**config.mk**
```make
export PLATFORM = sky130hd
export DESIGN_NAME = rate_change_seq
export DESIGN_NICKNAME = d
export VERILOG_FILES = /design/src/rtl/rcs_pkg.sv /design/src/rtl/rcs_lookup.sv /design/src/rtl/rcs_div_walker.sv /design/src/rtl/rate_change_seq.sv
export SDC_FILE = /design/constraint.sdc
export NUM_CORES = 1
export LEC_CHECK = 0
export BUFFER_PORTS_ARGS = -buffer_cell sky130_fd_sc_hd__buf_4
export CORE_UTILIZATION = 50
export DETAILED_ROUTE_END_ITERATION = 7
export PLACE_DENSITY = 0.89
export SLEW_MARGIN = 20
export SYNTH_ARGS = -nofsm -noshare
export SYNTH_HDL_FRONTEND = slang
export SYNTH_SLANG_ARGS = --single-unit
```
**constraint.sdc**
```tcl
create_clock -name clk_i -period 3.3 [get_ports clk_i]
set_input_delay 0.495 -clock clk_i [delete_from_list [all_inputs] [get_ports clk_i]]
set_output_delay 0.495 -clock clk_i [all_outputs]
set_load 0.01 [all_outputs]
```
**src/rtl/rcs_pkg.sv**
```systemverilog
package rcs_pkg;
  typedef enum logic [2:0] {
    S_IDLE, S_CHECK, S_PLL_REQ, S_PLL_WAIT, S_DIVS, S_FIN
  } seq_state_e;

  localparam logic [1:0] RES_OK       = 2'd0;
  localparam logic [1:0] RES_TIMEOUT  = 2'd1;
  localparam logic [1:0] RES_PLL_ERR  = 2'd2;
  localparam logic [1:0] RES_BAD_RATE = 2'd3;
endpackage

```
**src/rtl/rcs_lookup.sv**
```systemverilog
module rcs_lookup #(
  parameter int NV = 6,
  parameter int RW = 16,
  parameter int IW = (NV > 1) ? $clog2(NV) : 1,
  parameter logic [RW-1:0] RATE_TBL [NV] = '{default: '0},
  parameter logic [RW-1:0] PLL_TBL  [NV] = '{default: '0}
) (
  input  logic [RW-1:0] rate_i,
  output logic          hit_o,
  output logic [IW-1:0] idx_o,
  output logic [RW-1:0] pll_tgt_o
);
  logic stop;

  // first zero slot ends the used part of the table
  always_comb begin
    hit_o = 1'b0;
    idx_o = '0;
    stop  = 1'b0;
    for (int v = 0; v < NV; v++) begin
      if (!stop) begin
        if (RATE_TBL[v] == '0) begin
          stop = 1'b1;
        end else if (RATE_TBL[v] == rate_i) begin
          hit_o = 1'b1;
          idx_o = IW'(v);
          stop  = 1'b1;
        end
      end
    end
  end

  assign pll_tgt_o = PLL_TBL[idx_o];
endmodule

```
**src/rtl/rcs_div_walker.sv**
```systemverilog
module rcs_div_walker #(
  parameter int NV = 6,
  parameter int ND = 5,
  parameter int AW = 12,
  parameter int DW = 8,
  parameter int IW = (NV > 1) ? $clog2(NV) : 1,
  parameter int PW = $clog2(ND + 1),
  parameter logic [AW-1:0] OFF_TBL [ND]     = '{default: '0},
  parameter logic [DW-1:0] VAL_TBL [ND][NV] = '{default: '{default: '0}}
) (
  input  logic [IW-1:0] var_i,
  input  logic [PW-1:0] ptr_i,
  output logic [AW-1:0] off_o,
  output logic [DW-1:0] val_o,
  output logic          last_o
);
  logic          in_rng;
  logic [PW-1:0] ps;

  assign in_rng = (int'(ptr_i) < ND);
  assign ps     = in_rng ? ptr_i : '0;
  assign off_o  = in_rng ? OFF_TBL[ps] : '0;
  assign val_o  = VAL_TBL[ps][var_i];
  // zero offset or end of table closes the list
  assign last_o = (off_o == '0);
endmodule

```
**src/rtl/rate_change_seq.sv**
```systemverilog
module rate_change_seq
  import rcs_pkg::*;
#(
  parameter int NV = 6,
  parameter int ND = 5,
  parameter int RW = 16,
  parameter int AW = 12,
  parameter int DW = 8,
  parameter logic [RW-1:0] VAR_RATE [NV] = '{16'd200, 16'd400, 16'd600, 16'd800, 16'd0, 16'd0},
  parameter logic [RW-1:0] VAR_PLL  [NV] = '{16'd800, 16'd800, 16'd600, 16'd800, 16'd0, 16'd0},
  parameter logic [AW-1:0] DIV_OFF  [ND] = '{12'h010, 12'h014, 12'h018, 12'h01C, 12'h000},
  parameter logic [DW-1:0] DIV_VAL  [ND][NV] = '{
    '{8'd4,  8'd4,  8'd3,  8'd4,  8'd0, 8'd0},
    '{8'd4,  8'd2,  8'd1,  8'd1,  8'd0, 8'd0},
    '{8'd24, 8'd24, 8'd18, 8'd24, 8'd0, 8'd0},
    '{8'd16, 8'd16, 8'd12, 8'd16, 8'd0, 8'd0},
    '{8'd0,  8'd0,  8'd0,  8'd0,  8'd0, 8'd0}}
) (
  input  logic          clk_i,
  input  logic          rst_ni,
  input  logic          start_i,
  input  logic [RW-1:0] rate_i,
  input  logic [RW-1:0] pll_cur_i,
  output logic          pll_req_o,
  output logic [RW-1:0] pll_rate_o,
  input  logic          pll_done_i,
  input  logic [1:0]    pll_status_i,
  output logic          div_we_o,
  output logic [AW-1:0] div_off_o,
  output logic [DW-1:0] div_val_o,
  output logic          done_o,
  output logic [1:0]    res_o
);
  localparam int IW = (NV > 1) ? $clog2(NV) : 1;
  localparam int PW = $clog2(ND + 1);

  seq_state_e    state_q;
  logic [RW-1:0] rate_q, cur_q, tgt_q, lk_tgt;
  logic [IW-1:0] idx_q, lk_idx;
  logic [PW-1:0] ptr_q;
  logic          lower_q, lk_hit, lk_lower, wk_last;
  logic [1:0]    res_q;

  rcs_lookup #(
    .NV(NV), .RW(RW), .IW(IW), .RATE_TBL(VAR_RATE), .PLL_TBL(VAR_PLL)
  ) u_lookup (
    .rate_i(rate_q), .hit_o(lk_hit), .idx_o(lk_idx), .pll_tgt_o(lk_tgt)
  );

  rcs_div_walker #(
    .NV(NV), .ND(ND), .AW(AW), .DW(DW), .IW(IW), .PW(PW),
    .OFF_TBL(DIV_OFF), .VAL_TBL(DIV_VAL)
  ) u_walker (
    .var_i(idx_q), .ptr_i(ptr_q), .off_o(div_off_o), .val_o(div_val_o),
    .last_o(wk_last)
  );

  assign lk_lower = (lk_tgt < cur_q);

  always_ff @(posedge clk_i or negedge rst_ni) begin
    if (!rst_ni) begin
      state_q <= S_IDLE;
      rate_q  <= '0;
      cur_q   <= '0;
      tgt_q   <= '0;
      idx_q   <= '0;
      ptr_q   <= '0;
      lower_q <= 1'b0;
      res_q   <= RES_OK;
    end else begin
      unique case (state_q)
        S_IDLE: if (start_i) begin
          rate_q  <= rate_i;
          cur_q   <= pll_cur_i;
          state_q <= S_CHECK;
        end
        S_CHECK: begin
          if (!lk_hit) begin
            res_q   <= RES_BAD_RATE;
            state_q <= S_FIN;
          end else begin
            idx_q   <= lk_idx;
            tgt_q   <= lk_tgt;
            lower_q <= lk_lower;
            ptr_q   <= '0;
            res_q   <= RES_OK;
            state_q <= lk_lower ? S_PLL_REQ : S_DIVS;
          end
        end
        S_PLL_REQ: state_q <= S_PLL_WAIT;
        S_PLL_WAIT: if (pll_done_i) begin
          res_q   <= pll_status_i;
          state_q <= lower_q ? S_DIVS : S_FIN;
        end
        S_DIVS: begin
          if (wk_last) state_q <= lower_q ? S_FIN : S_PLL_REQ;
          else         ptr_q   <= ptr_q + 1'b1;
        end
        S_FIN:   state_q <= S_IDLE;
        default: state_q <= S_IDLE;
      endcase
    end
  end

  assign pll_req_o  = (state_q == S_PLL_REQ);
  assign pll_rate_o = tgt_q;
  assign div_we_o   = (state_q == S_DIVS) && !wk_last;
  assign done_o     = (state_q == S_FIN);
  assign res_o      = res_q;

  p_bad_rate_r2: assert property (@(posedge clk_i) disable iff (!rst_ni)
    (state_q == S_CHECK && !lk_hit) |=> (done_o && res_o == RES_BAD_RATE));
  p_lower_first_r3: assert property (@(posedge clk_i) disable iff (!rst_ni)
    (state_q == S_CHECK && lk_hit && lk_lower) |=> pll_req_o);
  p_raise_last_r4: assert property (@(posedge clk_i) disable iff (!rst_ni)
    (state_q == S_CHECK && lk_hit && !lk_lower) |=> !pll_req_o);
  p_excl_r5: assert property (@(posedge clk_i) disable iff (!rst_ni)
    !(div_we_o && pll_req_o));
  p_off_nz_r5: assert property (@(posedge clk_i) disable iff (!rst_ni)
    div_we_o |-> (div_off_o != '0));
  p_req_pulse_r6: assert property (@(posedge clk_i) disable iff (!rst_ni)
    pll_req_o |=> !pll_req_o);
  p_rate_hold_r6: assert property (@(posedge clk_i) disable iff (!rst_ni)
    (state_q == S_PLL_WAIT) |-> $stable(pll_rate_o));
  p_done_pulse_r9: assert property (@(posedge clk_i) disable iff (!rst_ni)
    done_o |=> !done_o);
endmodule

```
Word level (Yosys, flattened, before mapping)
Memory sizes are Yosys's and may differ from the RTL's.
Cells that the tools add are included.
{"block": "word_totals", "reg_bits": 60, "rom_bits": 608, "in_bits": 38, "output_inout_bits": 41, "mem_count": 3}
{"memory": "(no name shown)", "words": 8, "width": 48, "read_ports": 1, "rd_clocked_by_memory_dff": 0, "write_ports": 0, "line_no": "rcs_div_walker.sv:23", "rtl": "assign val_o = VAL_TBL[ps][var_i];"}
{"memory": "(no name shown)", "words": 8, "width": 16, "read_ports": 1, "rd_clocked_by_memory_dff": 0, "write_ports": 0, "line_no": "rcs_lookup.sv:33", "rtl": "assign pll_tgt_o = PLL_TBL[idx_o];"}
{"memory": "(no name shown)", "words": 8, "width": 12, "read_ports": 1, "rd_clocked_by_memory_dff": 0, "write_ports": 0, "line_no": "rcs_div_walker.sv:22", "rtl": "assign off_o = in_rng ? OFF_TBL[ps] : '0;"}
{"block": "classes", "n_addsub": 1, "n_lt_le_gt_ge": 5, "n_eq_ne": 14, "n_mux": 38, "bitwise": 3, "reduce_logical": 11}
{"op": "$mux W48", "n": 2}
{"op": "$mux W3", "n": 14}
{"op": "$mux W12", "n": 3}
{"op": "$eq A10 B16 Y1 const A", "n": 2}
{"op": "$mux W16", "n": 2}
{"op": "$bmux W8 S3", "n": 1}
{"op": "$eq A8 B16 Y1 const A", "n": 1}
{"op": "$eq A9 B16 Y1 const A", "n": 1}
{"op": "$lt A16 B16 Y1", "n": 1}
{"op": "$mux W8", "n": 2}
{"op": "$pmux W3 S5", "n": 1}
{"op": "$ge A4 B4 Y1 const B", "n": 3}
{"op": "$logic_not A12 Y1", "n": 1}
{"op": "$not A3 Y4", "n": 3}
{"op": "$ne A2 B2 Y1 const B", "n": 5}
{"op": "$mux W1", "n": 9}
{"op": "$eq A3 B2 Y1 const B", "n": 2}
{"op": "$eq A3 B3 Y1 const B", "n": 2}
{"op": "$pmux W3 S2", "n": 1}
{"op": "$reduce_and A2 Y1", "n": 3}
{"op": "$reduce_and A3 Y1", "n": 2}
{"op": "$mux W2", "n": 2}
{"op": "$pmux W2 S2", "n": 1}
{"op": "$reduce_bool A2 Y1", "n": 2}
{"op": "other kinds (6)", "n": 6}

Longest topological paths before layout
Gate-level depths: netlist (run 1).
{"block": "logic_depth", "ltp_word": 15, "ltp_mapped": 11, "ltp_nobuf": 11}

Hierarchy
From an unflattened synthesis (run 1), not the netlist that was laid out.
{"block": "hier_totals", "hier_cells": 308, "area_unflattened_um2": 3301.9}
{"module": "rate_change_seq", "instances": 1, "cells_per_inst": 237, "area_each_um2": 2800.2}
{"module": "rcs_lookup", "instances": 1, "cells_per_inst": 37, "area_each_um2": 257.7}
{"module": "rcs_div_walker", "instances": 1, "cells_per_inst": 34, "area_each_um2": 244.0}

Worst setup path after synthesis (run 1)
No wires, ideal clock.
{"block": "synth_path", "path_kind": "flip-flop to flip-flop", "start": "register rate_q[10]", "end": "register lower_q", "arrival_time_ns": 2.482, "path_slack_ns": 0.691, "stages_incl_launch_ff": 11, "path_buffers": 0, "cell_sequence": "dfrtp_1 nor4_4 nand2b_2 nand2b_1 or3_1 inv_1 ha_1 nor4b_1 o2111ai_1 a211o_1 mux2_1"}
{"block": "synth_between", "elab_chain_cells": 12, "elab_cells_between_ends": 23}
{"element": "start, declared", "line_no": "rate_change_seq.sv:38", "rtl": "logic [RW-1:0] rate_q, cur_q, tgt_q, lk_tgt;"}
{"element": "start signal, assigned", "line_no": "rate_change_seq.sv:73", "rtl": "rate_q <= rate_i;"}
{"element": "$eq A9 B16 Y1 / $eq A8 B16 Y1 (equally long branches)", "line_no": "rcs_lookup.sv:24", "rtl": "end else if (RATE_TBL[v] == rate_i) begin"}
{"element": "$mux W1", "line_no": "rcs_lookup.sv:24"}
{"element": "$mux W3", "line_no": "rcs_lookup.sv:21", "rtl": "if (!stop) begin"}
{"element": "$mux W3", "line_no": "rcs_lookup.sv:24"}
{"element": "$mux W3", "line_no": "rcs_lookup.sv:21"}
{"element": "$mux W3", "line_no": "rcs_lookup.sv:24"}
{"element": "$mux W3 (*)", "line_no": "rcs_lookup.sv:21"}
{"element": "$not A3 Y4 (not written as such) (*)", "line_no": "rcs_lookup.sv:33"}
{"element": "$mem_v2 Z8 W16 (*)"}
{"element": "$mux W16 (not written as such) (*) (2 in a row)", "line_no": "rcs_lookup.sv:33"}
{"element": "net lk_tgt[5]", "line_no": "rate_change_seq.sv:38"}
{"element": "$lt A16 B16 Y1 (*)", "line_no": "rate_change_seq.sv:58", "rtl": "assign lk_lower = (lk_tgt < cur_q);"}
{"element": "end signal, assigned", "line_no": "rate_change_seq.sv:84", "rtl": "lower_q <= lk_lower;"}
{"element": "end, declared", "line_no": "rate_change_seq.sv:41", "rtl": "logic lower_q, lk_hit, lk_lower, wk_last;"}
Mark *: on every way through the listed nets, which the timed path passes. The rest lies on a longest branch. The select of a mux whose other input is x is not followed.
A chain may end at the register's enable or synchronous reset.

Worst setup path after layout (run 1)
Same ends and word-level chain as after synthesis.

==> out/results.ini, run 1 <==
[sta]
slew_violations = 0
grt_setup_unrepaired = no
setup_violations = 0
worst_pin_slew_ps = 586
hold_viol = 0
slew-limit-headroom = 0.609
post-route-min-period_ps = 2830
max_freq_mhz = 353
finClkSkew_ps = 6.99
finalCritPeriodShare = 0.859
setup_tns_ps = 0

[setup_path]
crit_path_end_kind = register
slowest_stage = dfrtp_1
cp_top_family = simple AND/OR/NAND/NOR gates
crit_chain = nor4_4 > nand2b_2 > nand2b_1 > or3_1 > inv_1 > ha_1 > nor4b_1 > o2111ai_1 > a211o_1 > mux2_1
r2r_start = rate_q[10]$_DFFE_PN0P_
max_stage_delay_ps = 410
r2r-end = lower_q$_DFFE_PN0P_
crit_type = register to register
crit_buf_inv = 1
critical_path.startpoint = rate_q[10]$_DFFE_PN0P_
reg2reg_depth = 10
r2r_slack_ps = 470
crit_path_start_kind = register
required_ps = 3490
crit_arrival_ps = 3030
critPathMaxFanout = 3

[cells_and_area]
diodes = 0
drive_above_1_share = 0.360
fillers = 450
final_net_count = 346
area_delta_synth_final_pct = 17.0

[yosys]
synth_edf_count = 0
ys_top_cells_by_count = 46 x dfrtp_1, 29 x buf_4, 26 x mux2_2
avgSynthCellArea_um2 = 10.6
ys_ff_latch = 46
synth_cell_types = 55
synthArstFlopShare = 1.00
synth_cells = 252
yosysMostFrequentCell = dfrtp_1
ys.flop_type = dfrtp_1
synth_area_leaders = dfrtp_1 43%, mux2_2 11%, buf_4 8.2%, nand2_1 3.4%, ha_1 2.8%
synth_top_area_frac = 0.432
yosysTopAreaCell = dfrtp_1
syn_area_mm2 = 0.00266
synth_warnings = 0
yosysSeqAreaShare = 0.432

[detailed_routing]
drtPass1Iterations = 4
final_antenna_net_count = 0
drt_iter0_drc = 76
totalWireLength_um = 4720
vias = 1917
vias_per_cell = 5.14
drc = 0
wl_per_cell_um = 12.6

[pwr]
p_per_area_mw_per_mm2 = 744
p_leak_nw = 1.39
report.power.total_mw = 2.32
ir_drop_uv = 421

[hold_path]
hold_class = input pin to async pin

[die]
start_util = 0.522
rows = 26
fp.dieH_um = 75.0
die_x_um = 75.0
io_pins = 79
fp.coreArea_mm2 = 0.00511
die_area_mm2 = 0.00562

[clock_network]
cts_setup_buffers = 0
cts_resized = 0
clock_path_buffers = 2
clkLatencyLatePin_ps = 300
clk_pin_slew_ps = 90
cts_tree = built
hold_buffers = 0
clock_sinks = 46
cts-root-buf = clkbuf_8
cts_made_buffers = 5
cts.htree.levels = 2

[place]
hpwl_um = 3570
portBuffers = 56
gp_congestion = 0.798

[global_routing]
met2_usage = 0.309
grt_max_degree = 47
met1_usage = 0.240
globalRouteOverflowTotal = 0
met3_usage = 0.0549
track_usage = 0.189
busiest_layer = met2
grt_pass1_wl_um = 7910
antenna_found_initial = 0
grt_pass1_vias = 1748

[run_status]
outcome = completed

[job]
max_cap_violations = 0

-- kinds of logic (layout without fill, tap and decap cells) --
logic type,after synthesis,count (layout),share of synthesized area
AND/OR/NAND/NOR,71,71,0.164
AO/OA/AOI/OAI,51,51,0.145
buffers and inverters,49,79,0.112
flip-flops,46,46,0.432
multiplexers,27,27,0.114
adder cells (fa/ha/maj),6,6,0.0282
other,1,22,0.00141
XOR/XNOR,1,1,0.00329
-- worst max path at each step --
stage / endpoint / slack [ps] / cells after the start
4_1_cts: lower_q$_DFFE_PN0P_ / 450 / 10
6_report: lower_q$_DFFE_PN0P_ / 470 / 10
2_1_floorplan: lower_q$_DFFE_PN0P_ / 690 / 10
3_3_place_gp: lower_q$_DFFE_PN0P_ / 580 / 10
3_5_place_dp: lower_q$_DFFE_PN0P_ / 470 / 10
5_1_grt: lower_q$_DFFE_PN0P_ / 230 / 10
-- where the power goes --
group	switching [mW]	leakage [nW]	internal (mW)
Clock	0.187	0.0472	0.168
Sequential	0.254	0.551	0.802
Combinational	0.427	0.790	0.482
-- state kept, by name, summed over array words and instances (netlist names) --
signal and count:
ptr_q 3, pll_rate_o 3, state_q 3, cur_q 16
lower_q 1, res_o 2, idx_q 2, rate_q 16
-- per-stage QoR --
| stage | hold WS, ps | instance area (um2) | std cells | setup WS [ps] | utilization |
|---|---|---|---|---|---|
| global placement | 451 | 3020 | 365 | 582 | 0.592 |
| floorplan | 199 | 2740 | 273 | 691 | - |
| finish | 178 | 3120 | 373 | 465 | 0.610 |
| detailed placement | 459 | 3020 | 365 | 473 | 0.592 |
| CTS | 203 | 3120 | 373 | 452 | 0.610 |
| global route | 238 | 3120 | 373 | 233 | 0.610 |
-- cell type report --
class	instances	area (um2)	share of cell area
clock buffer	6	82.6	0.0265
tap	70	87.6	0.0281
clock inverter	2	12.5	0.00401
inverter	14	52.6	0.0169
multi-input combinational	178	1300	0.418
timing repair buffer	57	428	0.137
sequential	46	1150	0.369
-- cell usage in the layout, fill, tap and decap left out, types with 2 or more instances in the layout --
cell type,synthesis,routed
clkbuf_8,0,6
and4bb_2,2,2
conb_1,1,22
o21ai_1,2,2
a21o_1,2,2
nand2_1,24,24
dfrtp_1,46,46
nor4_4,2,2
a31oi_1,4,4
inv_1,14,14
o21ai_0,9,9
buf_4,29,57
nor3b_1,2,2
nor2_1,12,12
a21oi_1,12,12
nor2b_1,5,5
nor4_1,2,2
mux2_2,26,26
nand2b_1,5,5
o22ai_1,4,4
nand3_1,3,3
nor4b_1,2,2
a211oi_1,3,3
ha_1,6,6
-- routing by layer --
metal	vias to the layer above	part of all wire	wire length, um
met5	-	0	0
met4	0	0.015	72
met3	9	0.067	314
met2	75	0.47	2220
met1	896	0.45	2110
li1	937	-	-
-- worst reg2reg max path, delay by kind of cell (launching register included) --
kind | cells | cell delay, ps
adder cells (fa/ha/maj) | 1 | 120
AO/OA/AOI/OAI | 2 | 490
AND/OR/NAND/NOR | 5 | 1270
flip-flops | 1 | 410
multiplexers | 1 | 300
buffers and inverters | 1 | 130
No activity file was read; power rests on OpenSTA's default activity.
==> run 2: changes to the inputs <==
==> constraint.sdc (replaced) <==
create_clock -name clk_i -period 3.5 [get_ports clk_i]
set_input_delay 0.175 -clock clk_i [delete_from_list [all_inputs] [get_ports clk_i]]
set_output_delay 0.175 -clock clk_i [all_outputs]
set_load 0.01 [all_outputs]
==> run 2 against run 1 <==
  * Wire length up 1.3%
  * Combinational power down 5.7%
  * Critical path type unchanged
  * Clock skew up 3.0 ps
  * Count of clock-buffer cells in the layout unchanged
  * Critical endpoint unchanged
  * Fmax up 0.58%
  * Sequential power down 6%
  * Non-clock buffer count up 1
  * Design area up 0.32%
==> out/results.ini, run 2 (synthesis results as in run 1) <==
[place]
dp_cells = 365  ; unchanged
hpwl_um = 3570  ; about the same
portBuffers = 56  ; unchanged
gp_congestion = 0.798  ; about the same

[cells_and_area]
utilization = 0.612  ; was 0.610
diodes = 0  ; unchanged
ff_latch_area_mm2 = 0.00115  ; unchanged
area_delta_synth_final_pct = 17.4  ; was 17.0%
drive_above_1_share = 0.359  ; was 0.360
top_regs = cur_q (16), rate_q (16)  ; unchanged
multiInputGateArea_mm2 = 0.00130  ; unchanged
layout_commonest_cell = buf_4  ; unchanged
final_net_count = 347  ; was 346
layout_common_cells = 57 x buf_4, 46 x dfrtp_1, 26 x mux2_2  ; unchanged
finalNonFillerCells = 374  ; was 373
fillers = 446  ; was 450

[global_routing]
antenna_found_initial = 0  ; unchanged
grt_pass1_wl_um = 7990  ; was 7910 um
grt_pass1_vias = 1780  ; was 1,748
grt_max_degree = 47  ; unchanged
track_usage = 0.192  ; was 0.189
globalRouteOverflowTotal = 0  ; unchanged

[hold_path]
min_to = cur_q[7]$_DFFE_PN0P_
worstHoldStart = pll_cur_i[7]
holdPathStages = 3
hold_class = input pin to register  ; was input pin to async pin

[pwr]
report.power.total_mw = 2.19  ; was 2.32 mW
clkPwrFrac = 0.153  ; about the same
power_frac_seq = 0.456  ; was 0.455
p_sw_mw = 0.817  ; was 0.867 mW
p_comb_frac = 0.392  ; about the same
ir_drop_uv = 423  ; was 421 uV
netSwitchingFraction = 0.374  ; about the same
internal-power_mw = 1.37  ; was 1.45 mW
p_leak_nw = 1.39  ; about the same
p_per_area_mw_per_mm2 = 699  ; was 744 mW/mm2

[clock_network]
cts_tree = built  ; unchanged
cts_made_buffers = 5  ; unchanged
cts_resized = 0  ; unchanged
clock_sinks = 46  ; unchanged
cts.htree.levels = 2  ; unchanged
clock_path_buffers = 2  ; unchanged
cts-root-buf = clkbuf_8  ; unchanged
clk_pin_slew_ps = 90  ; about the same
clkLatencyLatePin_ps = 300  ; about the same

[sta]
hold_viol = 0  ; unchanged
max_freq_mhz = 355  ; was 353 MHz
slew_violations = 0  ; unchanged
worst_pin_slew_ps = 571  ; was 586 ps
finalCritPeriodShare = 0.805  ; was 0.859
holdWs_ps = 81.1  ; was 178 ps
post-route-min-period_ps = 2820  ; was 2830 ps
slew-limit-headroom = 0.620  ; was 0.609
finClkSkew_ps = 10.0  ; was 6.99 ps
grt_setup_unrepaired = no  ; unchanged
setup_tns_ps = 0  ; unchanged
setup_violations = 0  ; unchanged

[die]
fp.dieH_um = 75.0  ; unchanged
rows = 26  ; unchanged
die_x_um = 75.0  ; unchanged
die_area_mm2 = 0.00562  ; unchanged
start_util = 0.522  ; unchanged
io_pins = 79  ; unchanged
fp.coreArea_mm2 = 0.00511  ; unchanged

[detailed_routing]
totalWireLength_um = 4780  ; was 4720 um
wl_per_cell_um = 12.8  ; was 12.6 um
drt_iter0_drc = 108  ; was 76
drc = 0  ; unchanged
vias = 1939  ; was 1,917
final_antenna_net_count = 0  ; unchanged
drtPass1Iterations = 4  ; unchanged
vias_per_cell = 5.18  ; was 5.14

[setup_path]
required_ps = 3690  ; was 3490 ps
crit_arrival_ps = 3010  ; was 3030 ps
r2r-end = lower_q$_DFFE_PN0P_  ; unchanged
critPathMaxFanout = 3  ; unchanged
reg2reg_depth = 10  ; unchanged
crit_type = register to register  ; unchanged
crit_path_start_kind = register  ; unchanged
r2r_slack_ps = 680  ; was 470 ps
r2r_start = rate_q[10]$_DFFE_PN0P_  ; unchanged
critical_path.startpoint = rate_q[10]$_DFFE_PN0P_  ; unchanged
crit_path_end_kind = register  ; unchanged

[job]
max_cap_violations = 0  ; unchanged

[run_status]
outcome = completed  ; unchanged

==> run 2: metrics by stage <==
stage	setup WS (ps)	cell area [um2]
finish	682	3130
floorplan	891	2740
CTS	664	3130
global route	451	3130
global placement	782	3020
detailed placement	675	3020
==> run 2: how the worst max path moves through the flow <==
| stage | slack, ps | endpoint |
|---|---|---|
| 3_5_place_dp | 680 | lower_q$_DFFE_PN0P_ |
| 5_1_grt | 450 | lower_q$_DFFE_PN0P_ |
| 6_report | 680 | lower_q$_DFFE_PN0P_ |
| 4_1_cts | 660 | lower_q$_DFFE_PN0P_ |
| 2_1_floorplan | 890 | lower_q$_DFFE_PN0P_ |
| 3_3_place_gp | 780 | lower_q$_DFFE_PN0P_ |
==> run 2: per-layer routing <==
metal / track usage / routed length [um] / vias up
met5: 0 / 0 / -
met4: 0.0776 / 78 / 0
met3: 0.0549 / 377 / 7
met2: 0.312 / 2260 / 83
met1: 0.241 / 2060 / 909
li1: - / - / 940
==> run 2: what timing repair did <==
action | CTS | global route
endpoints found under the hold margin | 46 | 0
buffers inserted | 0 | 0
hold buffers | 1 | 0
==> run 2: power groups by stage <==
| stage | combinational (mW) | sequential [mW] | clock [mW] |
|---|---|---|---|
| after floorplan | 0.748 | 0.892 | 0 |
| after global placement | 0.828 | 0.988 | 0 |
| after detailed placement | 0.864 | 1.01 | 0 |
| after CTS | 0.869 | 0.997 | 0.345 |
| after global routing | 0.958 | 1.03 | 0.361 |
| final | 0.857 | 0.997 | 0.334 |
==> run 2: area by class of cell <==
cell class                      instances  area share
Tap cell                               70      0.0280
Clock inverter                          2     0.00400
Multi-Input combinational cell        178       0.417
Timing Repair Buffer                   58       0.140
Inverter                               14      0.0168
Sequential cell                        46       0.368
Clock buffer                            6      0.0264
==> run 2: critical path: stages, from the launching register on <==
cell and delay [ps]:
dfrtp_1 410, nor4_4 330, nand2b_2 120, nand2b_1 180, or3_1 370, inv_1 130, ha_1 120, nor4b_1 260
o2111ai_1 140, a211o_1 360, mux2_1 300
